**src/rtl/burst_seq_pkg.sv**
```systemverilog
package burst_seq_pkg;

  typedef enum logic {
    ORD_SEQ = 1'b0,
    ORD_XOR = 1'b1
  } burst_order_e;

endpackage

```
**src/rtl/burst_base_reg.sv**
```systemverilog
module burst_base_reg
  import burst_seq_pkg::*;
#(
  parameter int AW = 16
) (
  input  logic          clk,
  input  logic          rst_n,
  input  logic          load_evt,
  input  logic [AW-1:0] addr_in,
  input  logic          order_in,
  output logic [AW-1:0] base_q,
  output burst_order_e  order_q
);

  always_ff @(posedge clk or negedge rst_n) begin
    if (!rst_n) begin
      base_q  <= '0;
      order_q <= ORD_SEQ;
    end else if (load_evt) begin
      base_q  <= addr_in;
      order_q <= burst_order_e'(order_in);
    end
  end


  base_hold_chk: assert property (@(posedge clk) disable iff (!rst_n)
    !load_evt |=> ($stable(base_q) && $stable(order_q)));


  base_capture_chk: assert property (@(posedge clk) disable iff (!rst_n)
    load_evt |=> (base_q == $past(addr_in)));

endmodule

```
**src/rtl/burst_ctr.sv**
```systemverilog
module burst_ctr #(
  parameter int CW = 2
) (
  input  logic          clk,
  input  logic          rst_n,
  input  logic          load_evt,
  input  logic          adv_evt,
  output logic [CW-1:0] idx_q,
  output logic          wrap_evt
);

  function automatic logic [CW-1:0] step_idx(input logic [CW-1:0] cur);
    return cur + CW'(1);
  endfunction

  assign wrap_evt = adv_evt && (idx_q == {CW{1'b1}});

  always_ff @(posedge clk or negedge rst_n) begin
    if (!rst_n) begin
      idx_q <= '0;
    end else if (load_evt) begin
      idx_q <= '0;
    end else if (adv_evt) begin
      idx_q <= step_idx(idx_q);
    end
  end


  load_clears_chk: assert property (@(posedge clk) disable iff (!rst_n)
    load_evt |=> (idx_q == '0));


  adv_steps_chk: assert property (@(posedge clk) disable iff (!rst_n)
    (!load_evt && adv_evt) |=> (idx_q == $past(idx_q) + CW'(1)));


  idle_hold_chk: assert property (@(posedge clk) disable iff (!rst_n)
    (!load_evt && !adv_evt) |=> $stable(idx_q));


  wrap_zero_chk: assert property (@(posedge clk) disable iff (!rst_n)
    (!load_evt && wrap_evt) |=> (idx_q == '0));

endmodule

```
**src/rtl/burst_order_map.sv**
```systemverilog
module burst_order_map
  import burst_seq_pkg::*;
#(
  parameter int AW = 16,
  parameter int CW = 2
) (
  input  logic [AW-1:0] base,
  input  burst_order_e  order,
  input  logic [CW-1:0] idx,
  output logic [AW-1:0] addr
);

  localparam int HW = AW - CW;

  function automatic logic [CW-1:0] seq_low(input logic [CW-1:0] b, input logic [CW-1:0] i);
    return b + i;
  endfunction

  function automatic logic [CW-1:0] xor_low(input logic [CW-1:0] b, input logic [CW-1:0] i);
    return b ^ i;
  endfunction

  logic [CW-1:0] low_bits;

  always_comb begin
    if (order == ORD_XOR) low_bits = xor_low(base[CW-1:0], idx);
    else                  low_bits = seq_low(base[CW-1:0], idx);
  end

  assign addr = {base[AW-1:CW], low_bits};


  always_comb begin
    upper_pass_chk: assert (addr[AW-1:CW] == base[AW-1:CW]);
  end

  if (HW < 1) begin : g_bad_width
    initial $error("burst_order_map: AW must exceed CW");
  end

endmodule

```
**src/rtl/burst_addr_seq.sv**
```systemverilog
module burst_addr_seq
  import burst_seq_pkg::*;
#(
  parameter int AW = 16,
  parameter int CW = 2
) (
  input  logic          clk,
  input  logic          rst_n,
  input  logic          ads_proc_n,
  input  logic          ads_ctrl_n,
  input  logic          adv_n,
  input  logic          order_sel,
  input  logic [AW-1:0] addr_in,
  output logic [AW-1:0] addr_out,
  output logic [CW-1:0] burst_idx
);

  logic          load_evt;
  logic          adv_evt;
  logic          wrap_evt;
  logic [AW-1:0] base_q;
  burst_order_e  order_q;

  assign load_evt = !ads_proc_n || !ads_ctrl_n;
  assign adv_evt  = !adv_n && !load_evt;

  burst_base_reg #(.AW(AW)) u_base (
    .clk     (clk),
    .rst_n   (rst_n),
    .load_evt(load_evt),
    .addr_in (addr_in),
    .order_in(order_sel),
    .base_q  (base_q),
    .order_q (order_q)
  );

  burst_ctr #(.CW(CW)) u_ctr (
    .clk     (clk),
    .rst_n   (rst_n),
    .load_evt(load_evt),
    .adv_evt (adv_evt),
    .idx_q   (burst_idx),
    .wrap_evt(wrap_evt)
  );

  burst_order_map #(.AW(AW), .CW(CW)) u_map (
    .base (base_q),
    .order(order_q),
    .idx  (burst_idx),
    .addr (addr_out)
  );


  load_addr_chk: assert property (@(posedge clk) disable iff (!rst_n)
    load_evt |=> (addr_out == $past(addr_in)));


  upper_fixed_chk: assert property (@(posedge clk) disable iff (!rst_n)
    !load_evt |=> (addr_out[AW-1:CW] == $past(addr_out[AW-1:CW])));


  idle_addr_chk: assert property (@(posedge clk) disable iff (!rst_n)
    (!load_evt && adv_n) |=> $stable(addr_out));


  always_comb begin
    if (!rst_n) reset_state_chk: assert (addr_out == '0 && burst_idx == '0);
  end

endmodule

```
**config.mk**
```make
export PLATFORM = sky130hd
export DESIGN_NAME = burst_addr_seq
export DESIGN_NICKNAME = d
export VERILOG_FILES = /design/src/rtl/burst_seq_pkg.sv /design/src/rtl/burst_base_reg.sv /design/src/rtl/burst_ctr.sv /design/src/rtl/burst_order_map.sv /design/src/rtl/burst_addr_seq.sv
export SDC_FILE = /design/constraint.sdc
export NUM_CORES = 1
export LEC_CHECK = 0
export BUFFER_PORTS_ARGS = -buffer_cell sky130_fd_sc_hd__buf_4
export CAP_MARGIN = 0
export CORE_MARGIN = 4
export CORE_UTILIZATION = 51
export CTS_BUF_LIST = sky130_fd_sc_hd__clkbuf_8
export DETAILED_ROUTE_END_ITERATION = 10
export PLACE_DENSITY = 0.86
export SYNTH_ARGS = -nofsm -noshare
export SYNTH_HDL_FRONTEND = slang
export SYNTH_SLANG_ARGS = --single-unit
export TNS_END_PERCENT = 50
```
**constraint.sdc**
```tcl
create_clock -name clk -period 1.3 [get_ports clk]
set_input_delay 0.13 -clock clk [delete_from_list [all_inputs] [get_ports clk]]
set_output_delay 0.13 -clock clk [all_outputs]
set_load 0.02 [all_outputs]
```
==> key figures <==
Outcome
  – Status: finished with violations
  – Failing checks: negative setup slack

Placed design
  – Gpl congestion: a little under 0.6
  – DP Cell Count: between 100 and 150
  – Port bufs: 39

Worst setup path
  – Crit start category: register
  – CP Class: register to output pin
  – Critical Path End Type: output pin
  – Worst EP required: approximately 1.2 ns
  – Worst path arrival time: roughly 1.2 ns
  – Max Fanout on Critical Path: 2

Global routing
  – Largest net degree at the start of global routing: 20
  – Vias in the first global route: around 620
  – Initial antenna violation count: 0
  – First-pass GRT wire length: 2840 µm
  – GRT Util Overall: between 10% and 20%
  – GR Overflow Total: 0

Final layout
  – Nets: ~120
  – Final Core Density: between 70% and 80%
  – Ant diodes: 0
  – Post-route insts no fill: approximately 110
  – Syn-to-layout area delta: 33.1%
  – Share of layout cells above drive strength 1: 73.1%

Yosys
  – Syn Area/Cell: between 10 and 15 µm²
  – Compound-gate portion of the synthesized area: 0%
  – Mapped Nets: 84
  – Synth Area in Adders: under 10%
  – Top-area cell type share of the netlist area: between 50 and 60%
  – Post-synth top area cell: dfrtp_1
  – Library cells used by synthesis: 11
  – Post-Synthesis Cells: 61
  – Synth Register Bits: 19
  – XOR/XNOR Fraction of Synth Area: ~2.9%
  – Synth warn: 0
  – Top post-synthesis cells by area: dfrtp_1, mux2_4, buf_4, mux2_2, xnor2_1
  – Largest family of logic cells by synthesized area: multiplexers
  – Multiplexer area fraction after synthesis: roughly a quarter
  – Synth Cell Area: around 900 µm²
  – Synth Area in Simple Gates: 4.34%
  – Sequential fraction of the synthesis area: 53.1%

Clocking
  – H-tree levels: 1
  – CTS buffer count: 3
  – Clock transition at path regs: 0.07 ns
  – Root Driver: clkbuf_8
  – CTS tree: yes
  – Worst skew pair latency: about 0.25 ns
  – Sink Count: 19
  – Max Root-Sink Buffers: 2

Die
  – Chip width: roughly 50 µm
  – Chip Height: between 40 and 50 µm
  – IO Pins: 40
  – Row cnt: 14
  – Core Region: about 1600 µm²
  – Die Footprint: roughly 2500 µm²
  – Initial Util: 56.7%

Timing
  – Final count of hold timing violations: 0
  – RSZ-0062 raised after global routing: true
  – Minimum clock period: about 1.4 ns
  – Final Max Slew Viols: 0
  – Final worst setup slack: -0.0686 ns
  – Worst Tran Pin Value: roughly 0.29 ns
  – # setup viols final: 1
  – Slew HR: about four fifths
  – Post-Route Skew: approximately 0.0022 ns
  – FMAX: between 700 and 800 MHz
  – Final Cycle Share: 105%

Routing
  – DRT iter0 DRCs: 0
  – Via/cell ratio: 5.03
  – Final WL: approximately 1600 µm
  – Pre-antenna DRT Iters: 1
  – DRC Markers: 0
  – ANT nets after route: 0
  – DR WL/cell: 14.9 µm
  – Total number of vias: between 500 and 600

Power and ir drop
  – Peak VDD IR: between 0.8 and 0.9 mV
  – Combinational power share: between 20 and 25%
  – Power Internal: just over 0.001 W
  – Lkg Pwr: 0.604 nW
  – Clock power share: between 20% and 30%
  – Seq pwr share: approximately half
  – PwrDens: about 1200 nW/µm²
  – Switching share of power: between 20% and 30%
  – Switching power: 0.000347 W

Min path
  – Hold WC Path Type: input pin to register

Run
  – Max-Cap Viols: 0
-- cells in the mapped netlist --
master,count
mux2_4,8
nor2_1,1
nand2_4,1
mux2_2,9
dfrtp_1,19
nor3_1,1
buf_4,14
ha_1,1
xnor2_1,3
nor2b_1,3
buf_8,1
-- flip-flops by register name (all words and copies together), names as in the netlist --
name            count
u_base.base_q      16
u_ctr.idx_q         2
u_base.order_q      1
-- cells by family after synthesis --
logic type / count (synthesis)
flip-flops: 19
multiplexers: 17
buffers and inverters: 15
AND/OR/NAND/NOR: 6
XOR/XNOR: 3
adder cells (fa/ha/maj): 1
-- through the flow --
step / area [µm²] / hold slack [ns] / setup TNS (ns) / setup slack [ns] / power (W)
2_1_floorplan: 902 / -0.166 / 0 / 0.105 / 0.000880
3_3_place_gp: 1090 / 0.0123 / 0 / 0.177 / 0.000963
3_5_place_dp: 1090 / 0.0152 / 0 / 0.157 / 0.000971
4_1_cts: 1180 / 0.105 / -0.0912 / -0.0912 / 0.00138
5_1_grt: 1190 / 0.0958 / -0.106 / -0.106 / 0.00144
6_report: 1190 / 0.109 / -0.0686 / -0.0686 / 0.00137
-- worst max-delay path, stage by stage, from the launching register on --
cell and delay (ns):
dfrtp_1 0.40, ha_2 0.19, nor2b_4 0.13, xnor2_2 0.12, buf_4 0.16
-- power groups by stage --
stage	clock [W]	sequential, W	combinational (W)
global placement	0	0.000672	0.000291
global route	0.000438	0.000672	0.000332
finish	0.000396	0.000665	0.000311
floorplan	0	0.000670	0.000209
CTS	0.000404	0.000665	0.000312
detailed placement	0	0.000674	0.000297
-- cell type report --
cell class | instances | area, µm²
sequential | 19 | 475
tap | 16 | 20.0
fill | 110 | 385
clock buffer | 3 | 41.3
clock inverter | 1 | 5.00
multi-input combinational | 27 | 324
timing repair buffer | 43 | 325
-- metal layers --
layer	GRT usage [%]	part of all wire [%]	up-vias	routed length (µm)
met2	27.1	52	29	836
met4	2.76	0	0	0
li1	-	-	255	-
met1	17.1	40	264	648
met5	0	0	-	0
met3	3.61	8.3	0	135
-- layout by cell type (no fill, tap or decap), drive strengths merged --
cell	count
clkbuf	3
ha	1
buf	42
mux2	17
nor3	1
nor2	1
dfrtp	19
clkinv	1
xnor2	3
nand2	1
nor2b	3
dlygate4sd3	1
-- final timing paths --
path                                  start                end  slack (ns)  cells past startpoint
min in group asynchronous             rst_n  u_base.base_q[13]        0.29                      2
max reg2reg                  u_ctr.idx_q[0]     u_ctr.idx_q[1]        0.28                      4
min reg2reg                u_base.base_q[4]   u_base.base_q[4]        0.51                      1
min                             addr_in[12]  u_base.base_q[12]        0.11                      2
max in group asynchronous             rst_n   u_base.base_q[2]        0.82                      2
max                        u_base.base_q[0]        addr_out[1]       -0.07                      4
-- what timing repair did --
| action | 4_1_cts | 5_1_grt |
|---|---|---|
| endpoints found under the setup margin | 1 | 1 |
| gates resized for setup | 4 | 0 |
| buffers inserted | 2 | 1 |
| hold buffers | 1 | 0 |
| endpoints found under the hold margin | 19 | 0 |
| pin swaps | 1 | 3 |
(Power assumes the default switching activity.)
